$ cat config.mk
export PLATFORM = sky130hd
export DESIGN_NAME = nsm_first_order
export DESIGN_NICKNAME = d
export VERILOG_FILES = /design/src/rtl/nsm_pkg.sv /design/src/rtl/nsm_sample_gate.sv /design/src/rtl/nsm_dither.sv /design/src/rtl/nsm_quant.sv /design/src/rtl/nsm_first_order.sv
export SDC_FILE = /design/constraint.sdc
export NUM_CORES = 1
export LEC_CHECK = 0
export ABC_AREA = 1
export BUFFER_PORTS_ARGS = -buffer_cell sky130_fd_sc_hd__buf_2
export CAP_MARGIN = 20
export CORE_MARGIN = 2
export CORE_UTILIZATION = 57
export CTS_CLUSTER_SIZE = 24
export DETAILED_ROUTE_END_ITERATION = 12
export PLACE_DENSITY = 0.78
export SYNTH_ARGS = -nofsm -noshare
export SYNTH_HDL_FRONTEND = slang
export SYNTH_HIERARCHICAL = 1
export SYNTH_SLANG_ARGS = --single-unit
$ cat constraint.sdc
create_clock -name clk -period 3.7 [get_ports clk]
set_clock_uncertainty 0.05 [all_clocks]
set_input_delay 0.74 -clock clk [delete_from_list [all_inputs] [get_ports clk]]
set_output_delay 0.74 -clock clk [all_outputs]
set_load 0.02 [all_outputs]
$ cat src/rtl/nsm_pkg.sv
package nsm_pkg;
  // Quantised level, encoded as the pin pair {pos, neg}
  typedef enum logic [1:0] {
    LVL_ZERO = 2'b00,
    LVL_NEG  = 2'b01,
    LVL_POS  = 2'b10
  } lvl_e;
endpackage

$ cat src/rtl/nsm_sample_gate.sv
module nsm_sample_gate #(
  parameter int SAMPLE_W = 16,
  parameter int OSR      = 32
) (
  input  logic                clk,
  input  logic                rst,
  input  logic                smp_valid,
  output logic                smp_ready,
  input  logic [SAMPLE_W-1:0] smp_data,
  output logic [SAMPLE_W-1:0] hold_o
);
  localparam int CNT_W = $clog2(OSR);

  logic [CNT_W-1:0] cnt;

  assign smp_ready = (cnt == CNT_W'(OSR - 1));

  always_ff @(posedge clk) begin
    if (rst) begin
      cnt    <= '0;
      hold_o <= '0;
    end else begin
      cnt <= smp_ready ? '0 : cnt + 1'b1;
      if (smp_ready && smp_valid) hold_o <= smp_data;
    end
  end

  // the strobe never lasts longer than one cycle
  p_strobe_single_r1: assert property (@(posedge clk) disable iff (rst)
    smp_ready |=> !smp_ready);
  // an accepted sample is the one that is held afterwards
  p_capture_r1: assert property (@(posedge clk) disable iff (rst)
    (smp_ready && smp_valid) |=> (hold_o == $past(smp_data)));
  // the held sample does not move without a transfer
  p_hold_kept_r2: assert property (@(posedge clk) disable iff (rst)
    !(smp_ready && smp_valid) |=> $stable(hold_o));
endmodule

$ cat src/rtl/nsm_dither.sv
module nsm_dither #(
  parameter int DW = 2
) (
  input  logic                 clk,
  input  logic                 rst,
  input  logic                 en_i,
  output logic signed [DW-1:0] dith_o
);
  localparam logic [15:0] SEED = 16'hACE1;
  localparam logic [15:0] TAPS = 16'hB400;

  logic [15:0] lfsr;

  always_ff @(posedge clk) begin
    if (rst) lfsr <= SEED;
    else     lfsr <= lfsr[0] ? ((lfsr >> 1) ^ TAPS) : (lfsr >> 1);
  end

  assign dith_o = en_i ? lfsr[DW-1:0] : '0;

  // the dither source never collapses into the all-zero lock-up state
  p_lfsr_alive_r7: assert property (@(posedge clk) disable iff (rst)
    lfsr != '0);
endmodule

$ cat src/rtl/nsm_quant.sv
module nsm_quant
  import nsm_pkg::*;
#(
  parameter int ACC_W       = 20,
  parameter int SAMPLE_W    = 16,
  parameter bit THREE_LEVEL = 1'b0
) (
  input  logic signed [ACC_W-1:0] v_i,
  output lvl_e                    lvl_o
);
  generate
    if (THREE_LEVEL) begin : g_three
      localparam logic signed [ACC_W-1:0] HALF_P = ACC_W'(1 << (SAMPLE_W - 2));
      localparam logic signed [ACC_W-1:0] HALF_N = -HALF_P;
      always_comb begin
        if (v_i > HALF_P)      lvl_o = LVL_POS;
        else if (v_i < HALF_N) lvl_o = LVL_NEG;
        else                   lvl_o = LVL_ZERO;
      end
    end else begin : g_two
      always_comb begin
        lvl_o = (!v_i[ACC_W-1] && (v_i != '0)) ? LVL_POS : LVL_NEG;
      end
    end
  endgenerate
endmodule

$ cat src/rtl/nsm_first_order.sv
module nsm_first_order
  import nsm_pkg::*;
#(
  parameter int SAMPLE_W    = 16,
  parameter int ACC_W       = 20,
  parameter int OSR         = 32,
  parameter bit THREE_LEVEL = 1'b0,
  parameter int DITH_W      = 2
) (
  input  logic                clk,
  input  logic                rst,
  input  logic                dither_on,
  input  logic                smp_valid,
  output logic                smp_ready,
  input  logic [SAMPLE_W-1:0] smp_data,
  output logic                out_pos,
  output logic                out_neg
);
  localparam int EXT_W = ACC_W - SAMPLE_W;
  localparam logic signed [ACC_W-1:0] FS_P  = ACC_W'(1 << (SAMPLE_W - 1));
  localparam logic signed [ACC_W-1:0] FS_N  = -FS_P;
  localparam logic signed [ACC_W-1:0] BOUND = ACC_W'((2 << (SAMPLE_W - 1)) + 8);
  localparam lvl_e RST_LVL = THREE_LEVEL ? LVL_ZERO : LVL_NEG;

  logic [SAMPLE_W-1:0]       hold;
  logic signed [DITH_W-1:0]  dith;
  logic signed [ACC_W-1:0]   acc, acc_nxt, x_ext, fb, dith_ext, q_in;
  lvl_e                      lvl_q, lvl_d;

  nsm_sample_gate #(.SAMPLE_W(SAMPLE_W), .OSR(OSR)) gate_i (
    .clk(clk), .rst(rst), .smp_valid(smp_valid), .smp_ready(smp_ready),
    .smp_data(smp_data), .hold_o(hold)
  );

  nsm_dither #(.DW(DITH_W)) dith_i (
    .clk(clk), .rst(rst), .en_i(dither_on), .dith_o(dith)
  );

  assign x_ext    = {{EXT_W{hold[SAMPLE_W-1]}}, hold};
  assign dith_ext = {{(ACC_W - DITH_W){dith[DITH_W-1]}}, dith};

  always_comb begin
    case (lvl_q)
      LVL_POS: fb = FS_P;
      LVL_NEG: fb = FS_N;
      default: fb = '0;
    endcase
  end

  assign acc_nxt = acc + x_ext - fb;
  assign q_in    = acc_nxt + dith_ext;

  nsm_quant #(.ACC_W(ACC_W), .SAMPLE_W(SAMPLE_W), .THREE_LEVEL(THREE_LEVEL)) quant_i (
    .v_i(q_in), .lvl_o(lvl_d)
  );

  always_ff @(posedge clk) begin
    if (rst) begin
      acc   <= '0;
      lvl_q <= RST_LVL;
    end else begin
      acc   <= acc_nxt;
      lvl_q <= lvl_d;
    end
  end

  assign out_pos = (lvl_q == LVL_POS);

  generate
    if (THREE_LEVEL) begin : g_pins3
      assign out_neg = (lvl_q == LVL_NEG);
      // the pin pair never shows the unused code 11
      p_pins_legal_r5: assert property (@(posedge clk) disable iff (rst)
        !(out_pos && out_neg));
    end else begin : g_pins2
      assign out_neg = 1'b0;
      // in two-level mode the integrator falls after a positive decision
      p_pos_pulls_down_r4: assert property (@(posedge clk) disable iff (rst)
        out_pos |=> (acc <= $past(acc)));
    end
  endgenerate

  // the integrator stays inside its headroom
  p_no_overflow_r3: assert property (@(posedge clk) disable iff (rst)
    (acc <= BOUND) && (acc >= -BOUND));
  // reset leaves a cleared integrator and idle pins
  p_reset_state_r8: assert property (@(posedge clk)
    rst |=> (acc == '0) && !out_pos && !out_neg && !smp_ready);
endmodule

=== Word level (Yosys, flattened, before mapping) ===
Index checks and enable logic that the tools add are counted.

* Bitwise logic cells: 1
* $add $sub $neg: 4
* Muxes and demuxes: 4
* Reduce and logical (&&, ||, !) cells: 5
* Equality and inequality tests: 3

{| class="wikitable"
|+ Operators by type and width
! operator !! count
|-
| $pmux W20 S2 || 1
|-
| $add A20 B16 Y20 || 1
|-
| $add A20 B2 Y20 || 1
|-
| $reduce_bool A20 Y1 || 1
|-
| $sub A20 B20 Y20 || 1
|-
| $mux W16 || 1
|-
| $add A5 B1 Y5 const B || 1
|-
| $eq A5 B5 Y1 const B || 1
|-
| $mux W2 || 2
|-
| $not A3 Y4 || 1
|-
| $eq A2 B1 Y1 const B || 1
|-
| $eq A2 B2 Y1 const B || 1
|-
| $logic_and A1 B1 Y1 || 2
|-
| $reduce_or A2 Y1 || 1
|-
| $logic_not A1 Y1 || 1
|}

* Bits of input ports: 20
* Flip-flop bits (word level): 59
* Word-level logic and storage cells: 22
* Output and inout port bits: 3

=== Depth between registers and ports, before layout ===
* Depth in word-level cells: 7
* Depth in mapped cells: 30

=== By module ===
The synthesis kept the hierarchy.

{| class="wikitable"
|+ Modules (own cells, without submodules)
! module !! cells an instance !! times used !! area each (um^2) !! sequential area each (um^2)
|-
| nsm_first_order || 534 || 1 || 3369.5 || 440.4
|-
| nsm_sample_gate || 93 || 1 || 783.3 || 420.4
|-
| nsm_dither || 55 || 1 || 489.2 || 320.3
|-
| nsm_quant || 21 || 1 || 85.1 || 0.0
|}

=== Worst setup path before layout ===
Ideal clock, no wire load.

* Path type: register -> register
* Start point: reg lvl_q[0]
* End point: reg lvl_q[0]
* Data arrival time: 3627 ps
* Path slack: -100 ps
* Stages on the path, launching flop included: 22
* Data required time: 3527 ps
* Cell sequence: dfxtp_1 -> inv_1 -> ha_1 -> fa_1 -> ha_1 -> a21o_1 -> a211oi_1 -> nand3_1 -> nand2_1 -> inv_1 -> ha_1 -> nand2_1 -> nor3_1 -> nand3_1 -> nand3_1 -> xor2_1 -> nor2_1 -> nand2_1 -> nor2_1 -> nand3_1 -> nand2_2 -> or2_2

* Longest elaborated chain between the ends: 7
* Elaborated cells between the ends (all ways): 9

{| class="wikitable"
|+ RTL lines
! element !! line !! RTL
|-
| start, declared || nsm_first_order.sv:28 || <nowiki>lvl_e lvl_q, lvl_d;</nowiki>
|-
| start signal, assigned || nsm_first_order.sv:63 || <nowiki>lvl_q <= lvl_d;</nowiki>
|-
| $eq A2 B1 Y1 or $eq A2 B2 Y1 (tied branches) || nsm_first_order.sv:43 || <nowiki>case (lvl_q)</nowiki>
|-
| $pmux W20 S2 * || nsm_first_order.sv:43 ||
|-
| $sub A20 B20 Y20 * || nsm_first_order.sv:50 || <nowiki>assign acc_nxt = acc + x_ext - fb;</nowiki>
|-
| named net acc_nxt[16] || nsm_first_order.sv:27 || <nowiki>logic signed [ACC_W-1:0] acc, acc_nxt, x_ext, fb, dith_ext, q_in;</nowiki>
|-
| $add A20 B2 Y20 * || nsm_first_order.sv:51 || <nowiki>assign q_in = acc_nxt + dith_ext;</nowiki>
|-
| named net q_in[17] || nsm_first_order.sv:27 ||
|-
| $reduce_bool A20 Y1 * || nsm_quant.sv:22 || <nowiki>lvl_o = (!v_i[ACC_W-1] && (v_i != '0)) ? LVL_POS : LVL_NEG;</nowiki>
|-
| $logic_and A1 B1 Y1 * || nsm_quant.sv:22 ||
|-
| $mux W2 * || nsm_quant.sv:22 ||
|-
| named net lvl_d[0] || nsm_first_order.sv:28 ||
|}

The timed path passes the listed nets; every way through them passes the cells marked *.
A chain may end at the register's enable or synchronous reset.

=== Worst setup path in the final report ===
* Start point: reg gate_i.hold_o[2]
* End point: reg lvl_q[0]

* Longest elaborated chain between the ends: 6
* Elaborated cells between the ends (all ways): 7

{| class="wikitable"
|+ RTL lines
! element !! line !! RTL
|-
| start, declared || nsm_sample_gate.sv:10 || <nowiki>output logic [SAMPLE_W-1:0] hold_o</nowiki>
|-
| start signal, assigned || nsm_sample_gate.sv:24 || <nowiki>if (smp_ready && smp_valid) hold_o <= smp_data;</nowiki>
|-
| $add A20 B16 Y20 || nsm_first_order.sv:50 ||
|-
| $sub A20 B20 Y20 || nsm_first_order.sv:50 ||
|-
| named net acc_nxt[7] || nsm_first_order.sv:27 ||
|-
| $add A20 B2 Y20 || nsm_first_order.sv:51 ||
|-
| named net q_in[13] || nsm_first_order.sv:27 ||
|-
| $reduce_bool A20 Y1 || nsm_quant.sv:22 ||
|-
| $logic_and A1 B1 Y1 || nsm_quant.sv:22 ||
|-
| $mux W2 || nsm_quant.sv:22 ||
|-
| named net lvl_d[0] || nsm_first_order.sv:28 ||
|}

The timed path passes the listed nets, and every way through them passes these cells.

==> flow_summary.ini <==
[run_status]
outcome = finished with violations
violations = negative setup slack

[logic_synthesis]
synth_most_common_cell = inv_1
synth-main-ff-cell = dfxtp_1
ys_ff_latch = 59
syn_area_per_cell_sq_um = 6.72
ys_warn_count = 6
syn_nets = 786
synth_top_area_cell = dfxtp_1
ys_types = 49
synth_top_area_share_pct = 25.0
syn_inst = 703
synth-edff-count = 0
ys_seq_area_share_pct = 25.0
syn_area_sq_um = 4730
async_reset_ff_share_pct = 0
yosys-top-cells-count = inv_1 (137), nand2_1 (128), nor2_1 (105)
synth.area.top_cells = dfxtp_1 (25%), ha_1 (15%), inv_1 (11%), nand2_1 (10%), nor2_1 (8.3%)

[detailed_routing]
routed_wl_um = 14400
drt_iter0_drc = 328
via_per_inst = 5.37
detail-route-antenna-nets = 0
drt_pass1_iterations = 5
vias = 5046
wl_per_cell_um = 15.3
drcViolationCount = 0

[setup_path]
worstSetupEndpointType = flop
crit_type = flop to flop
r2r_setup_slack_ps = -270
worstPathRequired_ps = 3890
crit_start = gate_i/hold_o[2]
worstPathMaxFanout = 4
critPathLaunchType = flop
cp.arrival_ps = 4170
reg2reg_from = gate_i/hold_o[2]

[clock_tree]
cts_buffers = 9
clk_latency_ps = 360
cts_tree = built
htree_levels = 3
path_clk_slew_ps = 80
cts-root-buf = clkbuf_8
cts_buffer_depth = 2
clock_sinks = 59

[floorplanning]
core-area_sq_um = 8130
die_w_um = 95.1
die_y_um = 95.1
ios = 23
start_util_pct = 58.1
num_rows = 33
dieArea_sq_um = 9040

[pwr]
leakagePower_uw = 0.00344
irDropWorstVdd_mv = 0.476
powerDensity_nw_per_um2 = 635
power_uw = 4200

[sta]
slew_headroom_pct = 50.2
setup_violations = 2
period_share_pct = 107
hold_viol = 0
slew_violations = 0
worst_slew_pin_slew_ps = 746
max_freq_mhz = 252
min_period_ps = 3970
finalWorstSetupSlack_ps = -271
rsz0062_at_grt = true

[global_route]
grt_usage_pct = 30.0
grt_pass1_wl_um = 21300
antenna_found_initial = 0
grt_max_degree = 37
overflow = 0
grt_pass1_vias = 4950

[layout]
antenna_cells = 0
finalCoreUtilization_pct = 81.3
final_layout_size_suffix_gt1_share_pct = 34.3
area_growth_pct = 39.9
final_nets = 913

[min_path]
hold_start = dith_i/lfsr[10]
worstHoldPathType = flop to flop

[placed_design]
hpwl_um = 9160
gp_congestion = 0.957
port_buffers = 21

[flow_run]
drv_cap = 0
placed cells by master (no fill, tap or decap), types with 3 or more instances in the layout:
| master | n |
|---|---|
| buf_2 | 21 |
| or2_1 | 6 |
| or2_4 | 3 |
| nand2_1 | 107 |
| nor2_2 | 10 |
| nor2b_1 | 3 |
| nand2_2 | 24 |
| ha_1 | 32 |
| xor2_2 | 6 |
| buf_6 | 3 |
| nor3_1 | 3 |
| fa_1 | 5 |
| nor2_4 | 4 |
| dfxtp_1 | 54 |
| o21ai_1 | 12 |
| inv_1 | 128 |
| xnor2_1 | 5 |
| xor2_1 | 15 |
| nand3_2 | 10 |
| a21oi_4 | 4 |
| buf_4 | 99 |
| inv_6 | 4 |
| a21oi_1 | 16 |
| inv_2 | 15 |
| clkbuf_8 | 9 |
| nor3_2 | 3 |
| dfxtp_2 | 4 |
| nor2_1 | 98 |
| nand3_1 | 19 |
| nand2_4 | 6 |
| ha_4 | 24 |
| a21oi_2 | 18 |
| o21ai_0 | 18 |
| a21o_1 | 5 |
| nand4_1 | 10 |
kinds of logic after synthesis:
kind of cell | Yosys count | share of synthesized area (%)
AND/OR/NAND/NOR | 314 | 29.1
buffers and inverters | 152 | 12.9
AO/OA/AOI/OAI | 85 | 9.93
adder cells (fa/ha/maj) | 63 | 17.5
flip-flops | 59 | 25.0
XOR/XNOR | 29 | 5.53
other | 1 | 0.0793
worst paths after layout:
check             cells past startpoint              to
setup / recovery                     27        lvl_q[0]
hold / removal                        2  dith_i/lfsr[9]
setup reg to reg                     27        lvl_q[0]
hold reg to reg                       2  dith_i/lfsr[9]
flip-flops by register name (all words and copies together), names as in the netlist:
register	count
acc	20
dith_i/lfsr	16
gate_i/hold_o	16
gate_i/cnt	5
lvl_q	2
cell type report:
| cell class | instances | area, sq um |
|---|---|---|
| well taps | 105 | 131 |
| flip-flops and latches | 59 | 1190 |
| clock buffers | 9 | 124 |
| fillers | 459 | 1520 |
| repair buffers | 123 | 882 |
| multi-input cells | 492 | 3650 |
| clock inverters | 7 | 83.8 |
| inverters | 145 | 549 |
power breakdown:
| part | internal [uW] | switching (uW) | total, uW |
|---|---|---|---|
| logic | 1280 | 1560 | 2840 |
| clock network | 324 | 314 | 637 |
| registers | 697 | 26.2 | 723 |
worst max-delay path: stages (launching register included):
cell and delay [ps]:
dfxtp_2 340, inv_1 50, ha_1 280, inv_1 110, ha_4 220, buf_4 140
nand2_1 110, nand2_2 90, nand2_2 90, nand2_4 80, nand2_1 100, nand2_2 90
xor2_2 200, ha_4 320, nand2_2 80, buf_4 140, o21bai_1 150, inv_1 70
nand2_1 120, a21oi_2 70, o21ai_1 180, nand2_1 110, nand2_1 90, nor2_1 40
and2_0 140, nand3_1 100, nand2_2 70, or2_4 220
layer usage:
| layer | global-route usage, % | wire length [um] |
|---|---|---|
| met1 | 31.6 | 5440 |
| met2 | 58.0 | 7420 |
| met3 | 5.61 | 821 |
| met4 | 11.7 | 712 |
| met5 | 0 | 0 |
metrics by stage:
stage                     instances  instance area (sq um)  hold slack, ps  setup TNS (ps)  worst slack (ps)
after floorplan                 703                   4790             333               0              8.94
after global placement          911                   5630             338            -387              -206
after detailed placement        911                   5630             351            -533              -309
after CTS                       930                   6200             363           -98.0             -65.7
after global routing            940                   6610             373            -821              -413
final                           940                   6610             361            -512              -271
what timing repair did:
item                                    4_1_cts  5_1_grt
buffers inserted                              3       10
hold buffers                                  0        0
hold endpoints to repair                      0        0
cloned                                        0        0
pin swaps                                    25       46
resized for setup                            64       78
endpoints found under the setup margin        2        2
No activity file was read; power rests on OpenSTA's default activity.
